`src/rtl/mux_bus_slave.sv`:
```
module mux_bus_slave #(
  parameter int NWAIT = 2
) (
  input  logic        clk,
  input  logic        rst_n,
  input  logic        ale,
  input  logic        cs_n,
  input  logic        wr_dir,
  input  logic        lane1,
  input  logic [15:0] ad_in,
  output logic [15:0] ad_out,
  output logic        bus_oe,
  output logic        rdy_n,
  output logic        irq_n,
  input  logic [15:0] evt
);
  localparam int NSCR  = 5;
  localparam int IX_MASK = 5;
  localparam int IX_STAT = 6;
  localparam int IX_CLR  = 7;
  localparam int WCW = (NWAIT > 1) ? $clog2(NWAIT + 1) : 1;

  typedef enum logic [2:0] {S_IDLE, S_ACC, S_WAIT, S_DATA, S_REC} st_t;

  st_t             st;
  logic            ale_q, wr_q;
  logic [14:0]     a_hold, a_q;
  logic [WCW-1:0]  wcnt;
  logic [15:0]     scr [NSCR];
  logic [15:0]     mask, status, rd_val;

  wire       ale_fall = ale_q & ~ale;
  wire       mapped   = (a_q[14:3] == '0);
  wire [2:0] idx      = a_q[2:0];
  wire       do_wr    = (st == S_DATA) && wr_q && mapped;
  wire       do_rd    = (st == S_DATA) && !wr_q;
  wire [15:0] clr_bits = (do_wr && idx == 3'(IX_CLR)) ? ad_in : 16'h0;

  always_ff @(posedge clk or negedge rst_n) begin
    if (!rst_n) begin
      st     <= S_IDLE;
      ale_q  <= 1'b0;
      wr_q   <= 1'b0;
      a_hold <= '0;
      a_q    <= '0;
      wcnt   <= '0;
    end else begin
      ale_q <= ale;
      if (ale) a_hold <= {ad_in[15:2], lane1};
      case (st)
        S_IDLE: if (ale_fall && !cs_n) begin
          st   <= S_ACC;
          a_q  <= a_hold;
          wr_q <= wr_dir;
        end
        S_ACC: begin
          wcnt <= '0;
          st   <= (NWAIT == 0) ? S_DATA : S_WAIT;
        end
        S_WAIT: if (wcnt == WCW'(NWAIT - 1)) st <= S_DATA;
                else wcnt <= wcnt + 1'b1;
        S_DATA: st <= S_REC;
        default: st <= S_IDLE;
      endcase
    end
  end

  always_ff @(posedge clk or negedge rst_n) begin
    if (!rst_n) begin
      for (int i = 0; i < NSCR; i++) scr[i] <= '0;
      mask   <= '0;
      status <= '0;
    end else begin
      for (int i = 0; i < NSCR; i++)
        if (do_wr && idx == 3'(i)) scr[i] <= ad_in;
      if (do_wr && idx == 3'(IX_MASK)) mask <= ad_in;
      status <= (status & ~clr_bits) | evt;
    end
  end

  always_comb begin
    rd_val = '0;
    if (mapped) begin
      if (int'(idx) < NSCR)           rd_val = scr[idx];
      else if (idx == 3'(IX_MASK))    rd_val = mask;
      else if (idx == 3'(IX_STAT))    rd_val = status;
      else                            rd_val = status & mask;
    end
  end

  assign ad_out = do_rd ? rd_val : 16'h0;
  assign bus_oe = do_rd;
  assign rdy_n  = (st != S_DATA);
  assign irq_n  = ~|(status & mask);


  rdy_pulse_chk: assert property (@(posedge clk) disable iff (!rst_n)
    !rdy_n |=> rdy_n);

  acc_next_chk: assert property (@(posedge clk) disable iff (!rst_n)
    (st == S_ACC) |=> (st == ((NWAIT == 0) ? S_DATA : S_WAIT)));

  oe_read_only_chk: assert property (@(posedge clk) disable iff (!rst_n)
    bus_oe |-> (!rdy_n && !wr_q));

  rec_release_chk: assert property (@(posedge clk) disable iff (!rst_n)
    (st == S_DATA) |=> (st == S_REC && !bus_oe));

  cs_gate_chk: assert property (@(posedge clk) disable iff (!rst_n)
    (st == S_IDLE && cs_n) |=> (st == S_IDLE));

  stat_ro_chk: assert property (@(posedge clk) disable iff (!rst_n)
    (do_wr && idx == 3'(IX_STAT) && evt == 16'h0) |=> (status == $past(status)));
endmodule

```
`config.mk`:
```
export PLATFORM = sky130hd
export DESIGN_NAME = mux_bus_slave
export DESIGN_NICKNAME = d
export VERILOG_FILES = /design/src/rtl/mux_bus_slave.sv
export SDC_FILE = /design/constraint.sdc
export NUM_CORES = 1
export LEC_CHECK = 0
export BUFFER_PORTS_ARGS = -buffer_cell sky130_fd_sc_hd__buf_2
export CAP_MARGIN = 40
export CORE_ASPECT_RATIO = 1.4
export CORE_MARGIN = 4
export CORE_UTILIZATION = 49
export DETAILED_ROUTE_END_ITERATION = 10
export GPL_TIMING_DRIVEN = 0
export PLACE_DENSITY = 0.67
export SETUP_SLACK_MARGIN = 0.4
export SYNTH_ARGS = -nofsm -noshare
export SYNTH_HDL_FRONTEND = slang
export SYNTH_SLANG_ARGS = --single-unit
```
`constraint.sdc`:
```
create_clock -name clk -period 2.5 [get_ports clk]
set_clock_uncertainty 0.1 [all_clocks]
set_input_delay 0.5 -clock clk [delete_from_list [all_inputs] [get_ports clk]]
set_output_delay 0.5 -clock clk [all_outputs]
set_load 0.05 [all_outputs]
```
==> reports/qor.csv, run 1 <==
metric;value;unit
hold_class;in -> reg;
ios;57;
tightestPinTransition;0.565;ns
fin_area;0.00985;mm^2
setup_viol;31;
grt_use_met3;4.76;%
synth_cells;487;
setup_ws;-0.104;ns
holdWs;0.101;ns
timing.final.max_slew_violations;0;
antenna_found_initial;0;
intPower;5.58;mW
via_per_inst;6.05;
p_seq_share;34.6;%
violations;setup timing;
grt_util_met2;42.2;%
n_antenna_cell;0;
grt_usage;26.0;%
grt_max_degree;96;
drc;0;
crit_path_end_kind;primary output;
layout-drive-gt1-share;60.5;%
ys_types;41;
clock_latency;0.42;ns
first_iter_violations;316;
met1_usage;34.8;%
comb_power_share;31.6;%
ir_drop;0.000437;V
yosysWarnings;0;
p_sw;2.63;mW
first_pass_iters;6;
top_usage_layer;met2;
fill_cells;841;
setup.worst_path.class;reg -> out;
place.port_buffers;56;
synth-main-ff-cell;dfrtp_1;
hold_viol_final;0;
maxSlewHeadroom;62.3;%
p_leak;4.31;nW
num_rows;50;
htreeDepth;4;
cts_tree;yes;
syn_area_per_cell;14.0;um^2
fmax;384;MHz
first_global_vias;5399;
syn_to_final_growth;43.9;%
switching_share;32.0;%
synth.top_cells.by_area;dfrtp_1 54%, mux2_2 19%, mux4_2 5.3%, nand2b_1 2.9%, mux2_4 2.2%;
die_width;108;um
place_congestion;0.811;
path_max_fanout;6;
syn-cell-area;0.00684;mm^2
die_y;148;um
placed_cell_area;0.00770;mm^2
synth_edf_count;0;
hpwl;11500;um
ys_seq_area_share;54.5;%
cp-start-kind;flop;
clk_pin_slew;0.06;ns
rsz0062_at_grt;yes;
yosys.area.top_type;dfrtp_1;
grt_pass1_wl;31100;um
finalCriticalPeriod;2.60;ns
clock-sinks;149;
syn-num-nets;526;
start_util;50.6;%
numCtsBuffers;17;
vias;4932;
clk_path_buf_depth;2;
arrival;2.00;ns
cp.required;1.90;ns
setup_tns;-1.95;ns
dieArea;0.0159;mm^2
postRouteAntennaNets;0;
gr-total-overflow;0;
wl_per_cell;25.1;um
power_per_cell_area;834;mW/mm^2
maxCapViolCount;0;
post-place-ws;-0.424;ns
fin_nets;659;
clockPowerShare;33.8;%
synth-async-reset-ratio;100;%
ys_seq_elements;149;
core;0.0135;mm^2
status;complete, but fails checks;
clockRootBuffer;clkbuf_16;
fin_crit_sh;104;%
synth.top_cell.area_share;54.5;%
drt_wl_total;20500;um
==> registers in the layout, indices dropped and copies added, names as in the netlist <==
signal,cells
a_hold,15
scr,80
mask,16
ale_q,1
a_q,15
wcnt,2
wr_q,1
status,16
st,3
==> final timing paths <==
| check | slack (ns) | endpoint | start | cells past startpoint |
|---|---|---|---|---|
| min in group asynchronous | 0.52 | st[0] | rst_n | 2 |
| worst max-delay path | -0.10 | ad_out[9] | a_q[0] | 6 |
| worst min register to register | 0.40 | a_q[10] | a_hold[10] | 1 |
| worst min-delay path | 0.10 | ale_q | ale | 1 |
| max in group asynchronous | 0.93 | scr[14] | rst_n | 3 |
| worst max register to register | -0.06 | scr[40] | a_q[4] | 9 |
==> cell usage after synthesis (3+ instances only) <==
library cell / n
nand2_1: 18
dfrtp_1: 149
nor4_4: 3
buf_2: 10
buf_1: 5
a21oi_1: 17
nand4_1: 17
nand2b_1: 32
a21o_1: 17
clkbuf_1: 16
mux4_2: 16
mux2_2: 117
nand3_1: 3
a22o_1: 4
nor2_1: 5
mux2_4: 10
o2111ai_1: 16
a22oi_1: 4
==> layout make-up <==
cell class / instances / area, um^2 / share of cell area [%]
inverters: 3 / 16.3 / 0.165
flip-flops and latches: 149 / 3730 / 37.9
well taps: 182 / 228 / 2.31
clock inverters: 12 / 175 / 1.78
repair buffers: 114 / 1080 / 11.0
clock buffers: 20 / 467 / 4.74
plain buffers: 34 / 427 / 4.33
multi-input cells: 301 / 3720 / 37.8
==> timing repair <==
item	4_1_cts	5_1_grt
gates resized for setup	219	34
endpoints found under the hold margin	54	0
hold buffers	1	0
setup endpoints to repair	125	134
buffers inserted	34	12
gates cloned	9	1
pin swaps	20	16
==> power by group through the flow <==
stage	clock, mW	sequential, mW	combinational (mW)
detailed placement	0	2.86	1.70
CTS	2.78	2.83	2.41
finish	2.77	2.84	2.60
global route	2.92	2.86	2.75
floorplan	0	2.82	1.21
global placement	0	2.85	1.64
==> worst max-delay path, cell delays in order, from the launching register on <==
cell,delay (ns)
dfrtp_1,0.39
buf_8,0.17
buf_12,0.14
mux4_2,0.53
nand2_2,0.11
a21oi_4,0.07
buf_6,0.15
==> per-layer routing <==
metal,vias to the layer above,share of wire [%]
li1,2081,-
met1,2617,40
met2,189,52
met3,45,4.8
met4,0,3.2
met5,-,0
==> cell usage in the layout (no fill, tap or decap), types with 10 or more instances in the layout <==
master	synthesis	routed
mux2_4	10	95
mux2_2	117	32
dfrtp_1	149	149
buf_8	0	18
nand4_1	17	17
clkbuf_16	0	22
buf_6	2	38
a21oi_4	0	11
a21o_1	17	17
buf_4	1	26
o2111ai_4	0	10
buf_2	10	40
nand2_2	0	12
nand2b_1	32	26
mux4_2	16	16
==> per-stage QoR <==
stage | power [mW] | instances | util (%)
6_report | 8.21 | 815 | 72.9
5_1_grt | 8.53 | 815 | 72.9
4_1_cts | 8.03 | 802 | 71.1
3_5_place_dp | 4.55 | 726 | 57.0
3_3_place_gp | 4.49 | 725 | 56.7
2_1_floorplan | 4.03 | 487 | -
==> cell families after synthesis <==
| family | after synthesis | synth area share (%) |
|---|---|---|
| flops | 149 | 54.5 |
| mux | 143 | 26.7 |
| simple gates | 94 | 9.38 |
| compound gates | 62 | 6.60 |
| buf+inv | 37 | 2.49 |
| xor+xnor | 1 | 0.128 |
| fa+ha+maj | 1 | 0.183 |
(Power assumes the default switching activity.)
==> run 2, diff against run 1 <==
--- a/config.mk
+++ b/config.mk
@@ -10,6 +10,7 @@
 export CORE_ASPECT_RATIO = 1.4
 export CORE_MARGIN = 4
 export CORE_UTILIZATION = 49
+export CTS_BUF_LIST = sky130_fd_sc_hd__clkbuf_4 sky130_fd_sc_hd__clkbuf_8
 export DETAILED_ROUTE_END_ITERATION = 10
 export GPL_TIMING_DRIVEN = 0
 export PLACE_DENSITY = 0.67
==> reports/qor.csv, run 2 (synthesis gave the netlist of run 1 again) <==
metric;value;unit
post-place-ws;-0.424;ns
num_rows;50;
fmax;382;MHz
regMostFlops;scr;
drc;0;
cts_tree;yes;
final_cell_mix;149 x dfrtp_1, 96 x mux2_4, 41 x buf_6, 39 x buf_2, 31 x mux2_2;
maxSlewHeadroom;60.1;%
largest_reg_flops;80;
drt_wl_total;19500;um
numCtsBuffers;17;
gr-total-overflow;0;
timing.final.max_slew_violations;0;
crit_path_end_kind;primary output;
arrival;2.02;ns
p_sw;2.50;mW
fin_nets;651;
layout_commonest_cell;dfrtp_1;
placed_cell_area;0.00770;mm^2
top_regs;scr (80), mask (16), status (16);
place.port_buffers;56;
hold_class;in -> reg;
first_iter_violations;321;
core;0.0135;mm^2
intPower;4.96;mW
clock_latency;0.45;ns
dieArea;0.0159;mm^2
syn_to_final_growth;40.6;%
fin_area;0.00962;mm^2
wl_per_cell;24.2;um
die_y;148;um
comb_power_share;34.0;%
finalCriticalPeriod;2.62;ns
n_antenna_cell;0;
seqCellArea;0.00373;mm^2
hold_viol_final;0;
fill_cells;905;
cp-start-kind;flop;
clockPowerShare;28.1;%
clock-sinks;149;
violations;setup timing;
grt_pass1_wl;30200;um
first_global_vias;5234;
setup_viol;16;
die_width;108;um
postRouteAntennaNets;0;
start_util;50.6;%
holdWs;0.0677;ns
fin_crit_sh;105;%
switching_share;33.6;%
hpwl;11500;um
place_congestion;0.811;
cp.required;1.90;ns
tightestPinTransition;0.598;ns
layout-drive-gt1-share;60.5;%
setup_ws;-0.118;ns
clk_pin_slew;0.08;ns
p_leak;4.19;nW
p_seq_share;37.9;%
grt_usage;25.2;%
power_per_cell_area;776;mW/mm^2
p_total;7.46;mW
clk_path_buf_depth;2;
maxCapViolCount;0;
ios;57;
htreeDepth;4;
antenna_found_initial;0;
multiInputGateArea;0.00376;mm^2
clockRootBuffer;clkbuf_8;
rsz0062_at_grt;yes;
path_max_fanout;7;
via_per_inst;5.94;
vias;4790;
ir_drop;0.000481;V
status;complete, but fails checks;
grt_max_degree;96;
setup.worst_path.class;reg -> out;
first_pass_iters;5;
run 2: cell count changes in the layout (fill, tap and decap cells not counted), sizes merged:
cell	change
buf	-10
clkbuf	+2
run 2: power by group through the flow:
| stage | clock network [mW] | logic [mW] | registers, mW |
|---|---|---|---|
| 2_1_floorplan | 0 | 1.21 | 2.82 |
| 3_3_place_gp | 0 | 1.64 | 2.85 |
| 3_5_place_dp | 0 | 1.70 | 2.86 |
| 4_1_cts | 2.12 | 2.36 | 2.83 |
| 5_1_grt | 2.23 | 2.70 | 2.85 |
| 6_report | 2.10 | 2.54 | 2.83 |
run 2: routing by layer:
layer | vias up | share of wire (%) | track usage (%)
li1 | 2066 | - | -
met1 | 2538 | 41 | 34.2
met2 | 141 | 52 | 40.2
met3 | 45 | 4.4 | 4.59
met4 | 0 | 2.9 | 10.4
met5 | - | 0 | 0
run 2: worst paths after layout:
path / startpoint / end / slack (ns) / cells past startpoint
worst max register to register: a_q[4] / scr[50] / 0.07 / 9
max in group asynchronous: rst_n / scr[0] / 0.93 / 3
worst min register to register: status[6] / status[6] / 0.40 / 1
min in group asynchronous: rst_n / st[0] / 0.47 / 2
worst max-delay path: a_q[0] / ad_out[14] / -0.12 / 6
worst min-delay path: ale / ale_q / 0.07 / 1
run 2: stage by stage:
stage	cells	setup TNS, ns	util (%)
after global routing	807	-2.69	71.2
after detailed placement	726	-8.08	57.0
final	807	-1.49	71.2
after floorplan	487	-2.05	-
after global placement	725	-189.32	56.7
after CTS	798	-1.85	69.1
run 2: timing repair:
action / 4_1_cts / 5_1_grt
pin swaps: 19 / 13
setup endpoints to repair: 125 / 133
buffers inserted: 31 / 8
hold buffers: 1 / 0
cloned: 8 / 1
gates resized for setup: 209 / 43
hold endpoints to repair: 54 / 0
run 2: area by class of cell:
type                            count  share of cell area [%]
Multi-Input combinational cell    301                    39.1
Sequential cell                   149                    38.8
Timing Repair Buffer              106                    10.4
Buffer                             34                    4.49
Clock buffer                       20                    2.86
Tap cell                          182                    2.37
Clock inverter                     12                    1.82
Inverter                            3                   0.169
run 2: worst max-delay path, stage by stage, from the launching register on:
cell and delay (ns):
dfrtp_1 0.40, or2_2 0.32, clkbuf_16 0.17, clkbuf_8 0.17, o2111ai_4 0.23, a21oi_4 0.10, buf_6 0.16
